[config.mk]
export PLATFORM = sky130hd
export DESIGN_NAME = trb_cmd_consumer
export DESIGN_NICKNAME = d
export VERILOG_FILES = /design/src/rtl/trb_pkg.sv /design/src/rtl/trb_ring_mem.sv /design/src/rtl/trb_evt_fifo.sv /design/src/rtl/trb_cmd_consumer.sv
export SDC_FILE = /design/constraint.sdc
export NUM_CORES = 1
export LEC_CHECK = 0
export BUFFER_PORTS_ARGS = -buffer_cell sky130_fd_sc_hd__buf_2
export CORE_ASPECT_RATIO = 1.4
export CORE_MARGIN = 8
export CORE_UTILIZATION = 45
export DETAILED_ROUTE_END_ITERATION = 10
export GPL_TIMING_DRIVEN = 1
export PLACE_DENSITY_LB_ADDON = 0.05
export SLEW_MARGIN = 20
export SYNTH_ARGS = -nofsm -noshare
export SYNTH_HDL_FRONTEND = slang
export SYNTH_HIERARCHICAL = 1
export SYNTH_MEMORY_MAX_BITS = 65536
export SYNTH_SLANG_ARGS = --single-unit
export TNS_END_PERCENT = 30
[constraint.sdc]
create_clock -name clk -period 10.9 [get_ports clk]
set_input_delay 2.18 -clock clk [delete_from_list [all_inputs] [get_ports clk]]
set_output_delay 2.18 -clock clk [all_outputs]
set_load 0.02 [all_outputs]
[src/rtl/trb_pkg.sv]
package trb_pkg;
  localparam int TRB_W      = 128;
  localparam int CYC_BIT    = 96;
  localparam int TOG_BIT    = 97;
  localparam int CHAIN_BIT  = 100;
  localparam int TYPE_LO    = 106;
  localparam int TYPE_W     = 6;
  localparam logic [TYPE_W-1:0] TYPE_LINK = 6'd6;
  localparam logic [TYPE_W-1:0] TYPE_NOOP = 6'd23;
  localparam logic [7:0] CODE_SUCCESS = 8'd1;

  typedef enum logic [1:0] {
    ST_IDLE  = 2'd0,
    ST_FETCH = 2'd1,
    ST_EVAL  = 2'd2
  } cons_state_t;
endpackage

[src/rtl/trb_ring_mem.sv]
module trb_ring_mem #(
  parameter int DEPTH = 32,
  parameter int WIDTH = 128,
  localparam int AW = $clog2(DEPTH)
) (
  input  logic             clk,
  input  logic             we,
  input  logic [AW-1:0]    waddr,
  input  logic [WIDTH-1:0] wdata,
  input  logic [AW-1:0]    raddr,
  output logic [WIDTH-1:0] rdata
);
  logic [WIDTH-1:0] store [DEPTH];

  // Single write port, registered read: a same-address write returns old data.
  always_ff @(posedge clk) begin
    if (we) store[waddr] <= wdata;
    rdata <= store[raddr];
  end
endmodule

[src/rtl/trb_evt_fifo.sv]
module trb_evt_fifo #(
  parameter int DEPTH = 4,
  parameter int WIDTH = 14,
  localparam int PW = (DEPTH > 1) ? $clog2(DEPTH) : 1,
  localparam int CW = $clog2(DEPTH + 1)
) (
  input  logic             clk,
  input  logic             rst,
  input  logic             push,
  input  logic [WIDTH-1:0] din,
  input  logic             pop,
  output logic [WIDTH-1:0] dout,
  output logic             valid,
  output logic             full
);
  logic [WIDTH-1:0] slots [DEPTH];
  logic [PW-1:0]    wp, rp;
  logic [CW-1:0]    cnt;
  logic             do_pop;

  assign do_pop = pop && (cnt != '0);
  assign valid  = (cnt != '0);
  assign full   = (cnt == CW'(DEPTH));
  assign dout   = slots[rp];

  always_ff @(posedge clk) begin
    if (push) slots[wp] <= din;
  end

  always_ff @(posedge clk) begin
    if (rst) begin
      wp  <= '0;
      rp  <= '0;
      cnt <= '0;
    end else begin
      if (push) wp <= (wp == PW'(DEPTH - 1)) ? '0 : wp + 1'b1;
      if (do_pop) rp <= (rp == PW'(DEPTH - 1)) ? '0 : rp + 1'b1;
      if (push && !do_pop) cnt <= cnt + 1'b1;
      else if (!push && do_pop) cnt <= cnt - 1'b1;
    end
  end

  // the consumer never pushes into a full FIFO
  p_push_not_full_r10: assert property (@(posedge clk) disable iff (rst)
    push |-> !full);
  // occupancy stays within the storage
  p_count_bound_r10: assert property (@(posedge clk) disable iff (rst)
    cnt <= CW'(DEPTH));
  // a pop on an empty FIFO leaves it empty
  p_empty_pop_r10: assert property (@(posedge clk) disable iff (rst)
    (!valid && pop && !push) |=> !valid);
endmodule

[src/rtl/trb_cmd_consumer.sv]
module trb_cmd_consumer
  import trb_pkg::*;
#(
  parameter int RING_DEPTH  = 32,
  parameter int FIFO_DEPTH  = 4,
  parameter int EV_RING_LEN = 4,
  localparam int ADDR_W = $clog2(RING_DEPTH),
  localparam int EV_W   = 1 + 8 + ADDR_W,
  localparam int EVC_W  = (EV_RING_LEN > 1) ? $clog2(EV_RING_LEN) : 1
) (
  input  logic              clk,
  input  logic              rst,
  input  logic              wr_en,
  input  logic [ADDR_W-1:0] wr_idx,
  input  logic [TRB_W-1:0]  wr_trb,
  input  logic              doorbell,
  input  logic              ev_pop,
  input  logic              irq_clr,
  output logic              ev_valid,
  output logic [ADDR_W-1:0] ev_ptr,
  output logic [7:0]        ev_code,
  output logic              ev_cycle,
  output logic              irq
);
  cons_state_t       state;
  logic [ADDR_W-1:0] deq;
  logic              ccs;
  logic              db_pend;
  logic              ev_pcs;
  logic [EVC_W-1:0]  ev_cnt;
  logic [TRB_W-1:0]  trb;
  logic              owned, is_link, is_noop, tog;
  logic              ev_push, fifo_full;
  logic [EV_W-1:0]   ev_din, ev_dout;
  logic              unused_bits;

  trb_ring_mem #(.DEPTH(RING_DEPTH), .WIDTH(TRB_W)) u_ring (
    .clk(clk), .we(wr_en), .waddr(wr_idx), .wdata(wr_trb),
    .raddr(deq), .rdata(trb)
  );

  assign owned   = (trb[CYC_BIT] == ccs);
  assign is_link = (trb[TYPE_LO +: TYPE_W] == TYPE_LINK);
  assign is_noop = (trb[TYPE_LO +: TYPE_W] == TYPE_NOOP);
  assign tog     = trb[TOG_BIT];
  assign ev_push = (state == ST_EVAL) && owned && is_noop && !fifo_full;
  assign ev_din  = {ev_pcs, CODE_SUCCESS, deq};
  assign unused_bits = ^{trb[TRB_W-1:TYPE_LO+TYPE_W], trb[TYPE_LO-1:TOG_BIT+1],
                         trb[CYC_BIT-1:ADDR_W]};

  trb_evt_fifo #(.DEPTH(FIFO_DEPTH), .WIDTH(EV_W)) u_evq (
    .clk(clk), .rst(rst), .push(ev_push), .din(ev_din), .pop(ev_pop),
    .dout(ev_dout), .valid(ev_valid), .full(fifo_full)
  );

  assign ev_cycle = ev_dout[EV_W-1];
  assign ev_code  = ev_dout[ADDR_W +: 8];
  assign ev_ptr   = ev_dout[ADDR_W-1:0];

  always_ff @(posedge clk) begin
    if (rst) begin
      state   <= ST_IDLE;
      deq     <= '0;
      ccs     <= 1'b1;
      db_pend <= 1'b0;
    end else begin
      unique case (state)
        ST_IDLE: if (doorbell) state <= ST_FETCH;
        ST_FETCH: begin
          state <= ST_EVAL;
          if (doorbell) db_pend <= 1'b1;
        end
        default: begin
          if (doorbell) db_pend <= 1'b1;
          if (!owned) begin
            state   <= (db_pend || doorbell) ? ST_FETCH : ST_IDLE;
            db_pend <= 1'b0;
          end else if (is_link) begin
            deq   <= trb[ADDR_W-1:0];
            if (tog) ccs <= ~ccs;
            state <= ST_FETCH;
          end else if (!(is_noop && fifo_full)) begin
            deq   <= deq + 1'b1;
            state <= ST_FETCH;
          end
        end
      endcase
    end
  end

  always_ff @(posedge clk) begin
    if (rst) begin
      ev_pcs <= 1'b1;
      ev_cnt <= '0;
      irq    <= 1'b0;
    end else begin
      if (ev_push) begin
        if (ev_cnt == EVC_W'(EV_RING_LEN - 1)) begin
          ev_cnt <= '0;
          ev_pcs <= ~ev_pcs;
        end else begin
          ev_cnt <= ev_cnt + 1'b1;
        end
      end
      if (ev_push) irq <= 1'b1;
      else if (irq_clr) irq <= 1'b0;
    end
  end

  // an unowned TRB ends evaluation
  p_stop_unowned_r3: assert property (@(posedge clk) disable iff (rst)
    (state == ST_EVAL && !owned) |=> (state != ST_EVAL));
  // a followed link moves the dequeue index to its target
  p_link_jump_r5: assert property (@(posedge clk) disable iff (rst)
    (state == ST_EVAL && owned && is_link) |=> (deq == $past(trb[ADDR_W-1:0])));
  // a toggling link inverts the consumer cycle state
  p_link_toggle_r5: assert property (@(posedge clk) disable iff (rst)
    (state == ST_EVAL && owned && is_link && tog) |=> (ccs != $past(ccs)));
  // producer cycle flips at the end of each event-ring lap
  p_pcs_flip_r7: assert property (@(posedge clk) disable iff (rst)
    (ev_push && ev_cnt == EVC_W'(EV_RING_LEN - 1)) |=> (ev_pcs != $past(ev_pcs)));
  // a posted event raises the interrupt
  p_irq_set_r9: assert property (@(posedge clk) disable iff (rst)
    ev_push |=> irq);
  // the interrupt holds until cleared
  p_irq_hold_r9: assert property (@(posedge clk) disable iff (rst)
    (irq && !irq_clr) |=> irq);
endmodule

==> out/results.txt <==
Avg WL per Cell: 26.3 um
post-CTS sizing: 0
area grow syn2layout: 9.41%
clk sinks: 507
pwr dens: 188 mW/mm^2
r2r setup slk: 7.09 ns
Startpoint Class: flip-flop
H-tree depth: 2
buffers added on ports: 39
switching part of the total: 20.8%
Syn. warnings: 6
Placed Area: 0.0202 mm^2
Initial DRT Pass Iterations: 5
Hold Fails Final Rpt: 0
CP bufs+invs: 1
FP Rows: 91
Worst Hold Class: reg2reg
clock-pin transition on the worst setup and hold timing paths: 0.07 ns
Routed WL: 42200 um
routability cong.: 0.722
internal power: 0.00326 W
Comb power frac: 5.1%
outcome: finished, final reports clean
latest clock arrival within the worst-skew pair: 0.57 ns
chip width: 194 um
initial antenna violation count: 1
CP max stage delay: 0.91 ns
dpl hpwl: 25300 um
CP cell instances: mux4_1 > buf_2
pin count of the biggest net entering global routing: 57
Slew Viols, Final: 0
die area: 0.0515 mm^2
slowest CP cell: dfxtp_1
number of remaining DRC errors: 0
vias in the first global route: 9333
Root Driver: clkbuf_16
top-level port count: 155
setup bufs post-CTS: 0
Final TNS setup: 0 ns
post-route minimum period: 4.49 ns
grt total ovfl: 0
CTS Buf Count: 49
CP Capture Type: output port
Hold-fix buffers, CTS: 0
Design Area, Final: 0.0219 mm^2
Max Fclk: 223 MHz
Clock power frac: 41.7%
Final nets: 1154
Total GRT Usage: 16.5%
Core Footprint: 0.0439 mm^2
TritonCTS clock tree: yes
share of layout cells above drive strength 1: 25.8%
clock buffer depth: 3
Vias/cell: 5.49
LEAKAGE: 6.82 nW
cell family with most CP delay: flip-flops
measured slew at the worst slew-check pin: 1.03 ns
final setup fails: 0
RSZ-0062 raised after global routing: false
die height: 265 um
Max-Cap Viols: 0
crit path max fanout: 14
Rel. slew slack: 31.5%
global-route wire length before repair: 62400 um
VDD IR max: 135 uV
mean post-synth cell area: 19.2 um^2
Worst EP required: 8.72 ns
Vias: 8810
Setup CP Type: reg2out
Post-DRT Antenna Nets: 0
Synth Cell Area: 0.0200 mm^2
clk_skew: 0.0170 ns
Final Util: 49.8%
switching power: 0.000856 W
register share of total power: 53.2%
First DRT Iteration DRCs: 534
Final Cycle Share: 41.2%
CP Data Arrival Time: 2.31 ns
Starting Density: 45.5%
Synth Instances: 1044
-- metrics by stage --
| step | power, W | worst slack, ns | hold WS (ns) | std cells |
|---|---|---|---|---|
| floorplan | 0.00238 | 7.11 | 0.448 | 1074 |
| global route | 0.00427 | 6.22 | 0.492 | 1603 |
| global placement | 0.00245 | 6.64 | 0.460 | 1513 |
| CTS | 0.00419 | 6.28 | 0.475 | 1603 |
| detailed placement | 0.00245 | 6.68 | 0.462 | 1513 |
| finish | 0.00412 | 6.41 | 0.470 | 1604 |
-- worst register-to-register path, delay by kind of cell (launching register included) --
family                 cells  cell delay, ns
multiplexers               1            0.65
AO/OA/AOI/OAI              1            0.55
buffers and inverters      2            1.53
AND/OR/NAND/NOR            1            0.11
flip-flops                 1            0.83
-- routing by layer --
metal  vias up  part of all wire (%)  global-route usage, %
met5         -                     0                      0
met3        63                   4.8                   3.36
met2       168                    53                   29.6
li1       3974                     -                      -
met1      4605                    40                   19.6
met4         0                   2.8                   5.58
-- flip-flops by register name (all words and copies together) (netlist names), named ones only --
register and count:
ev_cnt 2, ccs 1, db_pend 1, u_evq/slots 56, u_evq/rp 2, u_ring/rdata 13
u_ring/store 416, u_evq/cnt 3, irq 1, ev_pcs 1, state 2, u_evq/wp 2
deq 5
-- layout make-up --
cell class              instances  area (um^2)
fillers                      3599        22100
flip-flops and latches        507        14900
multi-input cells             383         4300
clock buffers                  62         1390
well taps                     558          698
repair buffers                 56          323
clock inverters                28          260
inverters                       9         33.8
diodes                          1         2.50
-- power groups by stage --
stage	clock network, W	registers (W)	logic, W
2_1_floorplan	0	0.00221	0.000171
3_3_place_gp	0	0.00224	0.000212
3_5_place_dp	0	0.00224	0.000214
4_1_cts	0.00178	0.00220	0.000215
5_1_grt	0.00185	0.00220	0.000230
6_report	0.00172	0.00219	0.000208
-- path summary, 6_finish.rpt --
| check | cells after the start | end | startpoint |
|---|---|---|---|
| max | 2 | ev_ptr[2] | flip-flop |
| min | 2 | db_pend | db_pend |
| max reg2reg | 5 | u_ring/rdata[4] | deq[0] |
| min reg2reg | 2 | db_pend | db_pend |
-- cell usage in the layout (no fill, tap or decap), types with 3 or more instances in the layout --
cell         n
or3b_2       4
inv_1        9
o21ai_0      6
dfxtp_1     33
clkinv_2     8
xor2_1       3
ha_1         8
edfxtp_1   472
nor4_1      12
nand2_1     12
mux2i_1     16
conb_1      32
mux4_2     110
buf_4       17
a22oi_1      6
clkbuf_16   53
o22ai_1     48
bufinv_16    5
buf_2       39
clkbuf_8     3
clkbuf_1     6
a21oi_1     10
clkinv_1    12
or3_1        6
nor2_1      26
nand3b_1     7
nor3_1       3
mux4_1       4
and2_1       5
nor2b_1      6
nand3_1      8
nor2_2      20
No activity file was read; power rests on OpenSTA's default activity.
